**src/rtl/ltw_pkg.sv**
```systemverilog
package ltw_pkg;
  typedef enum logic [2:0] {
    ST_IDLE   = 3'd0,
    ST_WAIT   = 3'd1,
    ST_WR_SET = 3'd2,
    ST_HOLD   = 3'd3,
    ST_WR_CLR = 3'd4,
    ST_DONE   = 3'd5
  } ltw_state_e;

  function automatic int max3(input int a, input int b, input int c);
    int m;
    m = (a > b) ? a : b;
    return (m > c) ? m : c;
  endfunction
endpackage

```
**src/rtl/ltw_cycle_timer.sv**
```systemverilog
module ltw_cycle_timer #(
  parameter int W = 8
) (
  input  logic         clk,
  input  logic         rst_n,
  input  logic         clr,
  input  logic         en,
  output logic [W-1:0] cnt
);
  logic [W-1:0] cnt_nx;

  always_comb begin
    cnt_nx = cnt;
    if (clr)     cnt_nx = '0;
    else if (en) cnt_nx = cnt + 1'b1;
  end

  always_ff @(posedge clk or negedge rst_n) begin
    if (!rst_n) cnt <= '0;
    else        cnt <= cnt_nx;
  end
endmodule

```
**src/rtl/ltw_poll_counter.sv**
```systemverilog
module ltw_poll_counter #(
  parameter int MAX_POLLS = 200
) (
  input  logic clk,
  input  logic rst_n,
  input  logic clr,
  input  logic inc,
  output logic at_last,
  output logic exhausted
);
  localparam int PW = $clog2(MAX_POLLS + 1);
  localparam logic [PW-1:0] LAST_V = PW'(MAX_POLLS - 1);
  localparam logic [PW-1:0] FULL_V = PW'(MAX_POLLS);

  logic [PW-1:0] polls_q, polls_nx;

  always_comb begin
    polls_nx = polls_q;
    if (clr)                         polls_nx = '0;
    else if (inc && polls_q != FULL_V) polls_nx = polls_q + 1'b1;
  end

  always_ff @(posedge clk or negedge rst_n) begin
    if (!rst_n) polls_q <= '0;
    else        polls_q <= polls_nx;
  end

  assign at_last   = (polls_q == LAST_V);
  assign exhausted = (polls_q == FULL_V);
endmodule

```
**src/rtl/ltw_status_decode.sv**
```systemverilog
module ltw_status_decode #(
  parameter int DBG_W      = 64,
  parameter int STATE_W    = 6,
  parameter int LINK_BIT   = 36,
  parameter logic [STATE_W-1:0] STUCK_CODE = 6'h0D
) (
  input  logic [DBG_W-1:0] dbg_status,
  input  logic             rx_valid,
  output logic             link_seen,
  output logic             stuck
);
  logic unused_dbg;

  generate
    if (LINK_BIT < DBG_W) begin : g_link_in_range
      assign link_seen = dbg_status[LINK_BIT];
    end else begin : g_link_absent
      assign link_seen = 1'b0;
    end
  endgenerate

  assign stuck      = (dbg_status[STATE_W-1:0] == STUCK_CODE) && !rx_valid;
  assign unused_dbg = ^dbg_status;
endmodule

```
**src/rtl/link_stall_guard.sv**
```systemverilog
module link_stall_guard
  import ltw_pkg::*;
#(
  parameter int DBG_W         = 64,
  parameter int STATE_W       = 6,
  parameter int LINK_BIT      = 36,
  parameter logic [STATE_W-1:0] STUCK_CODE = 6'h0D,
  parameter int POLL_CYCLES   = 100000,
  parameter int SETTLE_CYCLES = 100000,
  parameter int ACK_WAIT      = 100,
  parameter int MAX_POLLS     = 200,
  parameter int PHY_AW        = 16,
  parameter int PHY_DW        = 16,
  parameter logic [PHY_AW-1:0] OVRD_ADDR = 16'h1005,
  parameter logic [PHY_DW-1:0] OVRD_SET  = 16'h0028,
  parameter logic [PHY_DW-1:0] OVRD_CLR  = 16'h0000
) (
  input  logic              clk,
  input  logic              rst_n,
  input  logic              start,
  input  logic [DBG_W-1:0]  dbg_status,
  input  logic              rx_valid,
  output logic              phy_wr_req,
  output logic [PHY_AW-1:0] phy_wr_addr,
  output logic [PHY_DW-1:0] phy_wr_data,
  input  logic              phy_wr_ack,
  output logic              done,
  output logic              link_up,
  output logic              fail
);
  localparam int TMAX = max3(POLL_CYCLES, SETTLE_CYCLES, ACK_WAIT);
  localparam int TW   = $clog2(TMAX + 1);
  localparam logic [TW-1:0] POLL_END   = TW'(POLL_CYCLES - 1);
  localparam logic [TW-1:0] SETTLE_END = TW'(SETTLE_CYCLES - 1);
  localparam logic [TW-1:0] ACK_END    = TW'(ACK_WAIT - 1);

  ltw_state_e state_q, state_nx;
  logic       link_q, link_nx;
  logic       fail_q, fail_nx;
  logic       tmr_clr, tmr_en;
  logic       poll_clr, poll_inc;
  logic [TW-1:0] tmr;
  logic       at_last, exhausted;
  logic       link_seen, stuck;
  logic       poll_end, settle_end, ack_end;

  ltw_status_decode #(
    .DBG_W(DBG_W), .STATE_W(STATE_W), .LINK_BIT(LINK_BIT), .STUCK_CODE(STUCK_CODE)
  ) u_decode (
    .dbg_status(dbg_status), .rx_valid(rx_valid),
    .link_seen(link_seen), .stuck(stuck)
  );

  ltw_cycle_timer #(.W(TW)) u_timer (
    .clk(clk), .rst_n(rst_n), .clr(tmr_clr), .en(tmr_en), .cnt(tmr)
  );

  ltw_poll_counter #(.MAX_POLLS(MAX_POLLS)) u_polls (
    .clk(clk), .rst_n(rst_n), .clr(poll_clr), .inc(poll_inc),
    .at_last(at_last), .exhausted(exhausted)
  );

  assign poll_end   = (tmr == POLL_END);
  assign settle_end = (tmr == SETTLE_END);
  assign ack_end    = (tmr == ACK_END);

  always_comb begin
    state_nx = state_q;
    link_nx  = link_q;
    fail_nx  = fail_q;
    tmr_clr  = 1'b0;
    tmr_en   = 1'b0;
    poll_clr = 1'b0;
    poll_inc = 1'b0;
    if (start) begin
      state_nx = ST_WAIT;
      link_nx  = 1'b0;
      fail_nx  = 1'b0;
      tmr_clr  = 1'b1;
      poll_clr = 1'b1;
    end else begin
      unique case (state_q)
        ST_WAIT: begin
          tmr_en = 1'b1;
          if (poll_end) begin
            poll_inc = 1'b1;
            tmr_clr  = 1'b1;
            if (link_seen) begin
              state_nx = ST_DONE;
              link_nx  = 1'b1;
            end else if (stuck) begin
              state_nx = ST_WR_SET;
            end else if (at_last) begin
              state_nx = ST_DONE;
              fail_nx  = 1'b1;
            end
          end
        end
        ST_WR_SET: begin
          tmr_en = 1'b1;
          if (phy_wr_ack) begin
            state_nx = ST_HOLD;
            tmr_clr  = 1'b1;
          end else if (ack_end) begin
            state_nx = ST_DONE;
            fail_nx  = 1'b1;
          end
        end
        ST_HOLD: begin
          tmr_en = 1'b1;
          if (settle_end) begin
            state_nx = ST_WR_CLR;
            tmr_clr  = 1'b1;
          end
        end
        ST_WR_CLR: begin
          tmr_en = 1'b1;
          if (phy_wr_ack) begin
            tmr_clr = 1'b1;
            if (exhausted) begin
              state_nx = ST_DONE;
              fail_nx  = 1'b1;
            end else begin
              state_nx = ST_WAIT;
            end
          end else if (ack_end) begin
            state_nx = ST_DONE;
            fail_nx  = 1'b1;
          end
        end
        default: ;
      endcase
    end
  end

  always_ff @(posedge clk or negedge rst_n) begin
    if (!rst_n) begin
      state_q <= ST_IDLE;
      link_q  <= 1'b0;
      fail_q  <= 1'b0;
    end else begin
      state_q <= state_nx;
      link_q  <= link_nx;
      fail_q  <= fail_nx;
    end
  end

  assign phy_wr_req  = (state_q == ST_WR_SET) || (state_q == ST_WR_CLR);
  assign phy_wr_addr = OVRD_ADDR;
  assign phy_wr_data = (state_q == ST_WR_SET) ? OVRD_SET : OVRD_CLR;
  assign done        = (state_q == ST_DONE);
  assign link_up     = link_q;
  assign fail        = fail_q;
endmodule

```
**config.mk**
```make
export PLATFORM = sky130hd
export DESIGN_NAME = link_stall_guard
export DESIGN_NICKNAME = d
export VERILOG_FILES = /design/src/rtl/ltw_pkg.sv /design/src/rtl/ltw_cycle_timer.sv /design/src/rtl/ltw_poll_counter.sv /design/src/rtl/ltw_status_decode.sv /design/src/rtl/link_stall_guard.sv
export SDC_FILE = /design/constraint.sdc
export NUM_CORES = 1
export LEC_CHECK = 0
export BUFFER_PORTS_ARGS = -buffer_cell sky130_fd_sc_hd__clkbuf_2
export CAP_MARGIN = 15
export CELL_PAD_IN_SITES_DETAIL_PLACEMENT = 1
export CELL_PAD_IN_SITES_GLOBAL_PLACEMENT = 2
export CORE_ASPECT_RATIO = 0.75
export CORE_MARGIN = 4
export CORE_UTILIZATION = 25
export CTS_CLUSTER_SIZE = 28
export DETAILED_ROUTE_END_ITERATION = 12
export PLACE_DENSITY_LB_ADDON = 0.1
export SYNTH_ARGS = -nofsm -noshare
export SYNTH_HDL_FRONTEND = slang
export SYNTH_SLANG_ARGS = --single-unit
```
**constraint.sdc**
```tcl
create_clock -name clk -period 2.3 [get_ports clk]
set_input_delay 0.46 -clock clk [delete_from_list [all_inputs] [get_ports clk]]
set_output_delay 0.46 -clock clk [all_outputs]
set_load 0.1 [all_outputs]
```
=== Word-level counts from Yosys, hierarchy flattened ===
Cells that the tools add are included.

* Register bits after elaboration: 30
* Bits in latches: 0
* Memory bits (writable): 0
* ROM bits: 0
* Bits of input ports: 69
* Output and inout bits: 36
* Logic and storage cells: 82
* Memories kept: 0

* Add/subtract/negate cells: 2
* $mul: 0
* Div/mod/pow operators: 0
* Order comparisons: 0
* Eq/ne operators: 19
* Shift-type cells: 0
* Muxes and demuxes: 39
* Bitwise gates (word level): 0
* Reduce and logical (&&, ||, !) cells: 17

{| class="wikitable"
|+ Operator list
! kind !! count
|-
| 2-to-1 mux 17 bit || 2
|-
| 2-to-1 mux 3 bit || 10
|-
| 2-to-1 mux 1 bit || 21
|-
| != test 3 bit, second input constant || 6
|-
| adder 17 x 1 -> 17 bit, second input constant || 1
|-
| equality test 17 bit, second input constant || 1
|-
| equality test 17 x 7 -> 1 bit, second input constant || 1
|-
| equality test 8 bit, second input constant || 2
|-
| 2-to-1 mux 8 bit || 2
|-
| case mux 3 bit (4 select lines) || 1
|-
| nonzero test 2 bit || 5
|-
| adder 8 x 1 -> 8 bit, second input constant || 1
|-
| != test 8 bit, second input constant || 1
|-
| AND reduction 7 bit || 1
|-
| equality test 3 x 2 -> 1 bit, second input constant || 2
|-
| equality test 3 bit, second input constant || 2
|-
| equality test 6 x 4 -> 1 bit, second input constant || 1
|-
| 2-to-1 mux 6 bit || 1
|-
| != test 5 bit, second input constant || 1
|-
| nonzero test 5 bit || 1
|-
| != test 4 bit, second input constant || 1
|-
| AND reduction 4 bit || 1
|-
| nonzero test 4 bit || 1
|-
| OR reduction 2 bit || 2
|-
| other kinds (8) || 9
|}

=== Logic depth before layout (Yosys ltp) ===
Gate-level depths: netlist of run 1.

* Word-level depth: 7
* Mapped depth: 8
* Gate-level depth less buffers: 8

=== Hierarchy ===
A second synthesis of run 1 with hierarchy kept.

* Cell total of the unflattened synthesis: 241
* Area total of the unflattened synthesis: 2164.6 um^2

{| class="wikitable"
|+ Modules (own cells, without submodules)
! module !! instances !! cells each !! area each (um^2) !! seq. area each (um^2)
|-
| ltw_cycle_timer || 1 || 85 || 872.1 || 425.4
|-
| link_stall_guard || 1 || 101 || 763.2 || 125.1
|-
| ltw_poll_counter || 1 || 51 || 496.7 || 200.2
|-
| ltw_status_decode || 1 || 4 || 32.5 || 0.0
|}

=== Least setup slack after synthesis of run 1 ===
No wires, ideal clock.

* Path type: register to register
* Start: register state_q[1]
* End: register state_q[1]
* Data arrival time: 2882 ps
* Setup slack: -681 ps
* Stages on the path, launching flop included: 7
* Path buffers: 1
* Period minus slack after synthesis: 2981 ps
* Cell sequence: dfrtp_1 -> buf_6 -> nand2b_1 -> a21oi_1 -> o21a_1 -> nor2_1 -> a311oi_1

* Cells in the longest elaborated chain, start to end: 4
* Elaborated cells on any way between the ends: 14
* Those cells by class: eq/ne (7); mux (5); reduce/logical (2)

{| class="wikitable"
|+ Ends and longest elaborated chain
! what !! line !! text
|-
| start: declaration || link_stall_guard.sv:37 || <nowiki>ltw_state_e state_q, state_nx;</nowiki>
|-
| start signal: assignment || link_stall_guard.sv:142 || <nowiki>state_q <= state_nx;</nowiki>
|-
| 2-to-1 mux 3 bit || n/a ||
|-
| 2-to-1 mux 3 bit, on equally long branches || n/a ||
|-
| case mux 3 bit (4 select lines) || link_stall_guard.sv:82 || <nowiki>unique case (state_q)</nowiki>
|-
| 2-to-1 mux 3 bit || link_stall_guard.sv:75 || <nowiki>if (start) begin</nowiki>
|}

Several ways; a longest one is shown, not always the timed one.
A chain may end at the register's enable or synchronous reset.

=== Final worst setup path of run 1 ===
* Start: register state_q[1]
* End: output port phy_wr_req

* Cells in the longest elaborated chain, start to end: 2
* Elaborated cells on any way between the ends: 3
* Those cells by class: eq/ne (2); reduce/logical (1)

{| class="wikitable"
|+ Ends and longest elaborated chain
! what !! line !! text
|-
| equality test 3 x 2 -> 1 bit / equality test 3 bit (equally long branches) || link_stall_guard.sv:148 || <nowiki>assign phy_wr_req = (state_q == ST_WR_SET) || (state_q == ST_WR_CLR);</nowiki>
|-
| logical OR 1 bit * || link_stall_guard.sv:148 ||
|-
| end: declaration || link_stall_guard.sv:23 || <nowiki>output logic phy_wr_req,</nowiki>
|}

Every way passes the cells marked *; elsewhere a longest branch is shown, timed or not.

==> results of run 1 <==
cells by family (layout without fill, tap and decap cells):
logic type	after synthesis	count (layout)	synth area share, %
adder cells (fa/ha/maj)	3	3	1.84
flip-flops	30	30	36.8
XOR/XNOR	21	21	9.01
buffers and inverters	49	49	15.3
multiplexers	1	1	0.490
AND/OR/NAND/NOR	102	102	27.7
other	2	30	0.368
AO/OA/AOI/OAI	27	27	8.58
report_power, final:
group	total, mW	switching [mW]	internal (mW)
Sequential	0.537	0.00521	0.532
Combinational	0.272	0.249	0.0236
Clock	0.530	0.206	0.324
stage by stage:
step	hold WS (ns)	cell area, um^2	instances
global placement	0.492	2220	359
detailed placement	0.503	2220	359
global route	0.342	2350	368
finish	0.269	2350	368
floorplan	0.164	2170	263
CTS	0.304	2330	367
final cells by class:
| class | instances | area [um^2] | share of cell area (%) |
|---|---|---|---|
| inverters | 11 | 41.3 | 1.76 |
| multi-input cells | 184 | 1120 | 47.6 |
| clock inverters | 1 | 30.0 | 1.28 |
| repair buffers | 30 | 203 | 8.63 |
| flip-flops and latches | 30 | 751 | 31.9 |
| well taps | 105 | 131 | 5.59 |
| clock buffers | 7 | 76.3 | 3.25 |
registers in the layout, indices dropped and copies added (netlist names):
register / count
state_q: 3
link_up: 1
fail: 1
u_polls.polls_q: 8
u_timer.cnt: 17
metal layers:
layer	wire, um	share of wire, %
met1	2710	54
met2	2100	42
met3	201	4.0
met4	30	0.60
met5	0	0
worst paths after layout:
path / startpoint / to / slack (ns) / cells past startpoint
min reg2reg: link_up$_DFFE_PN0P_ / link_up$_DFFE_PN0P_ / 0.51 / 2
max reg2reg: state_q[0]$_DFFE_PN0P_ / u_timer.cnt[16]$_DFFE_PN0P_ / 0.14 / 6
max: state_q[1]$_DFFE_PN0P_ / phy_wr_req / 0.13 / 4
min: rst_n / state_q[1]$_DFFE_PN0P_ / 0.27 / 1
max in group asynchronous: rst_n / u_timer.cnt[11]$_DFFE_PN0P_ / 1.52 / 1
min in group clk: dbg_status[36] / link_up$_DFFE_PN0P_ / 0.48 / 3
cells in the mapped netlist (all sizes together):
library cell   n
nand4b         1
nor4b          4
o31ai          1
inv           11
xor2           8
nand3          4
or4b           2
a41oi          1
nand4bb        1
nand2b         6
clkbuf         3
o2bb2ai        1
and4b          1
o21a           2
a41o           1
mux2i          1
xnor2         13
nor2          37
buf           35
or2            1
or3            2
a21oi          8
ha             3
conb           2
o22ai          1
nand4          6
nor4           4
dfrtp         30
or4            1
o21ai          9
a22oi          1
a311oi         1
and3           5
nor3b          2
a31oi          1
nand2         17
nor4bb         1
nor3           7
repair_timing:
item	CTS	global route
setup buffers	0	1
endpoints found under the setup margin	0	7
gates resized for setup	0	3
==> flow_summary.json, run 1 <==
{
  "fin_util_pct": 29.7,
  "vias_per_cell": 4.30,
  "arrival_ns": 1.71,
  "drtPass1Iterations": 4,
  "crit_chain": "buf_4, nand2b_1, a21oi_4, buf_4",
  "worstSetupEndpointType": "output port",
  "cp.required_ns": 1.84,
  "ys_warn_count": 0,
  "place_ws_ns": 0.132,
  "drive_above_1_share_pct": 18.6,
  "maxSlewViolCount": 0,
  "antenna_left": 0,
  "synth_top_area_cell": "dfrtp_1",
  "root_buffer": "clkbuf_8",
  "num_antenna_cells": 0,
  "die_h_um": 86.3,
  "crit_path_frequent_cell": "buf_4",
  "final_cell_mix": "34 x nor2_1, 30 x conb_1, 30 x dfrtp_1, 17 x nand2_1, 15 x buf_4",
  "core_um2": 7920,
  "pwr_density_cell_nw_per_um2": 570,
  "p_leak_nw": 1.02,
  "clk_pin_slew_ns": 0.07,
  "grt_pass1_wl_mm": 8.40,
  "h-tree-depth": 2,
  "hp-class": "in2async",
  "top_usage_layer": "met1",
  "grt_util_met3_pct": 3.07,
  "tritoncts": "done",
  "final-hold-violation-count": 0,
  "vdd_ir_drop_max_mv": 0.178,
  "overflow": 0,
  "final_common_cell": "nor2_1",
  "met1_usage_pct": 16.3,
  "synthToLayoutAreaGrowth_pct": 15.1,
  "synth-seq-cells": 30,
  "period_minus_slack_ns": 2.17,
  "start_util_pct": 25.8,
  "syn_area_per_cell_um2": 8.69,
  "total_power_mw": 1.34,
  "die-area_um2": 9690,
  "critical_path.top_delay_family": "buffers and inverters",
  "clock_skew_ns": 0.00483,
  "yosys-top-cells-area": "dfrtp_1 37%, buf_4 11%, nor2_1 6.6%",
  "wl_per_cell_um": 13.7,
  "synth_top_area_share_pct": 36.8,
  "post_synth_num_cell_types": 47,
  "fin_ws_ns": 0.131,
  "max_slew_margin_pct": 45.3,
  "drc_errors": 0,
  "fillers": 980,
  "tightestPinTransition_ns": 0.821,
  "die_x_um": 112,
  "cap_violations": 0,
  "routed_wl_mm": 5.04,
  "grtUsageTotal_pct": 11.1,
  "cts_made_buffers": 5,
  "io_buffers": 17,
  "postSynthCellCount": 235,
  "fmax_mhz": 461,
  "cp_slowest_cell": "dfrtp_1",
  "grt_max_degree": 31,
  "rows": 28,
  "path_class": "reg2out",
  "max_stage_delay_ns": 0.41,
  "fin_tns_setup_ns": 0,
  "clk_path_buf_depth": 2,
  "setup_viol": 0,
  "nets": 334,
  "fin_crit_sh_pct": 94.3,
  "clock-sinks": 30,
  "grtUsageMet2_pct": 16.0,
  "cp-start-kind": "register",
  "antenna_found_initial": 0,
  "dp_hpwl_mm": 3.80,
  "io_pins": 105,
  "syn-cell-area_um2": 2040,
  "vias": 1582,
  "status": "finished clean",
  "critPathMaxFanout": 7,
  "gp_congestion": 0.747,
  "grt_pass1_vias": 1582,
  "yosysSeqAreaShare_pct": 36.8,
  "insertion_delay_ns": 0.28,
  "worst-path-buf-inv": 2,
  "first_iter_violations": 49,
  "ctsHoldBuffers": 0
}
Power figures use the tool's default switching activity.
==> run 2, diff against run 1 <==
ABC_AREA = 1   (was default)
CELL_PAD_IN_SITES_DETAIL_PLACEMENT = 0   (was 1)
CELL_PAD_IN_SITES_GLOBAL_PLACEMENT = 1   (was 2)
CORE_UTILIZATION = 32   (was 25)
PLACE_DENSITY_LB_ADDON = 0.12   (was 0.1)
==> run 2 against run 1 <==
  * First-iteration DRC count rose by 94%
  * Utilization grew 6.5 points
  * Sequential share of layout area shrank 2.2 points
  * Global-route usage grew 3.5 points
  * Register-to-register slack better by 0.28 ns
  * Highest routed layer unchanged
  * Total power increased by 6.0%
  * Largest power group unchanged
==> flow_summary.json, run 2 <==
{
  "clk_pin_slew_ns": 0.07,
  "root_buffer": "clkbuf_8",
  "num_antenna_cells": 0,
  "period_minus_slack_ns": 2.08,
  "start_util_pct": 33.7,
  "drc_errors": 0,
  "p_leak_nw": 1.27,
  "rsz0062_at_grt": "no",
  "syn_area_per_cell_um2": 6.47,
  "io_pins": 105,
  "wl_met1_mm": 3.41,
  "dp_hpwl_mm": 4.65,
  "rows": 26,
  "grt_max_degree": 31,
  "synth_edf_count": 0,
  "syn-cell-area_um2": 2350,
  "synth_top_area_share_pct": 32.0,
  "cp_slowest_cell": "dfrtp_1",
  "maxSlewViolCount": 0,
  "routed_wl_mm": 6.07,
  "antenna_left": 0,
  "wl_per_cell_um": 12.6,
  "ys_warn_count": 0,
  "drtPass1Iterations": 4,
  "total_power_mw": 1.42,
  "critPathMaxFanout": 6,
  "cap_violations": 0,
  "arrival_ns": 1.62,
  "regMostFlops": "u_timer.cnt",
  "status": "finished clean",
  "yosysSeqAreaShare_pct": 32.0,
  "cts_setup_buffers": 0,
  "fillers": 786,
  "pwr_density_cell_nw_per_um2": 563,
  "nets": 454,
  "grtUsageTotal_pct": 14.6,
  "fin_tns_setup_ns": 0,
  "core_um2": 6960,
  "vdd_ir_drop_max_mv": 0.221,
  "reg_top3": "u_timer.cnt x17, u_polls.polls_q x8, state_q x3",
  "post_synth_num_cell_types": 22,
  "yosysMostFrequentCell": "nand2_1",
  "die_x_um": 107,
  "vias_per_cell": 4.49,
  "grt_pass1_wl_mm": 10.1,
  "tightestPinTransition_ns": 0.807,
  "fin_crit_sh_pct": 90.6,
  "hp-class": "in2async",
  "final_common_cell": "nand2_1",
  "synth-seq-cells": 30,
  "gp_congestion": 0.816,
  "io_buffers": 17,
  "path_class": "reg2out",
  "tritoncts": "done",
  "dr_wl_met2_mm": 2.32,
  "wl_met3_um": 297,
  "largest_reg_flops": 17,
  "setup_viol": 0,
  "overflow": 0,
  "clk_path_buf_depth": 2,
  "die_h_um": 82.2,
  "vias": 2159,
  "clock_skew_ns": 0.0116,
  "yosys-top-cells-area": "dfrtp_1 32%, nand2_1 13%, buf_4 11%",
  "max_slew_margin_pct": 46.2,
  "die-area_um2": 8780,
  "cts_made_buffers": 5,
  "final_cell_mix": "82 x nand2_1, 62 x nor2_1, 47 x inv_1, 30 x conb_1, 30 x dfrtp_1",
  "synth_top_cells_by_count": "82 x nand2_1, 62 x nor2_1, 47 x inv_1, 33 x buf_4, 30 x dfrtp_1",
  "final-hold-violation-count": 0,
  "cp.required_ns": 1.84,
  "cp-start-kind": "register",
  "max_stage_delay_ns": 0.41,
  "insertion_delay_ns": 0.28,
  "cts_resized": 0,
  "synthToLayoutAreaGrowth_pct": 7.41,
  "clock-sinks": 30,
  "fmax_mhz": 480,
  "h-tree-depth": 2,
  "postSynthCellCount": 363,
  "antenna_found_initial": 0,
  "worstSetupEndpointType": "output port",
  "drive_above_1_share_pct": 10.4,
  "maxUsedRoutingLayer": "met4",
  "synth_async_sr_flop_share_pct": 100,
  "grt_pass1_vias": 1954,
  "whs_ns": 0.247,
  "ys.flop_type": "dfrtp_1",
  "synth_top_area_cell": "dfrtp_1",
  "ctsHoldBuffers": 0,
  "crit_chain": "inv_1, nor2_1, nand2_1, nand2_2, buf_6",
  "first_iter_violations": 95
}
-- run 2: per-layer routing --
layer	global-route usage, %	vias to the layer above
met3	2.95	2
met4	2.68	0
li1	-	1125
met5	0	-
met2	20.3	43
met1	23.0	989
-- run 2: cells by family (layout without fill, tap and decap cells) --
| logic type | after synthesis | after routing | share of synthesized area (%) |
|---|---|---|---|
| adder cells (fa/ha/maj) | 3 | 3 | 1.60 |
| AO/OA/AOI/OAI | 34 | 34 | 7.41 |
| AND/OR/NAND/NOR | 203 | 203 | 37.3 |
| other | 2 | 30 | 0.320 |
| flip-flops | 30 | 30 | 32.0 |
| buffers and inverters | 87 | 79 | 19.9 |
| XOR/XNOR | 4 | 4 | 1.49 |
-- run 2: worst max-delay path: cells and delay by family, from the launching register on --
family	cells	cell delay [ns]
buffers and inverters	2	0.39
AND/OR/NAND/NOR	3	0.56
flip-flops	1	0.41
-- run 2: path summary, 6_finish.rpt --
path	end	cells after the start	from	slack, ns
setup / recovery	phy_wr_req	5	state_q[1]$_DFFE_PN0P_	0.22
hold / removal	u_polls.polls_q[7]$_DFFE_PN0P_	1	rst_n	0.25
setup reg to reg	u_timer.cnt[8]$_DFFE_PN0P_	9	state_q[1]$_DFFE_PN0P_	0.42
hold reg to reg	link_up$_DFFE_PN0P_	2	link_up$_DFFE_PN0P_	0.52
max in group asynchronous	fail$_DFFE_PN0P_	1	rst_n	1.51
min in group clk	fail$_DFFE_PN0P_	2	start	0.49
-- run 2: per-stage QoR --
stage	setup WS, ns	util (%)	instances	area, um^2
finish	0.215	36.2	481	2520
global route	0.0394	36.2	481	2520
CTS	0.162	36.2	481	2520
detailed placement	0.433	34.8	473	2420
global placement	0.469	34.8	473	2420
floorplan	0.0127	-	391	2460
-- run 2: layout make-up --
cell class	instances	area, um^2	share of cell area, %
clock buffers	6	82.6	3.28
flip-flops and latches	30	751	29.8
well taps	98	123	4.86
inverters	50	188	7.44
multi-input cells	274	1240	49.1
repair buffers	21	126	5.01
clock inverters	2	12.5	0.496
-- run 2: power by group --
part           total, mW  switching, mW  internal (mW)
Sequential         0.557         0.0158          0.541
Clock              0.454          0.213          0.241
Combinational      0.408          0.357         0.0510
Total               1.42          0.587          0.833
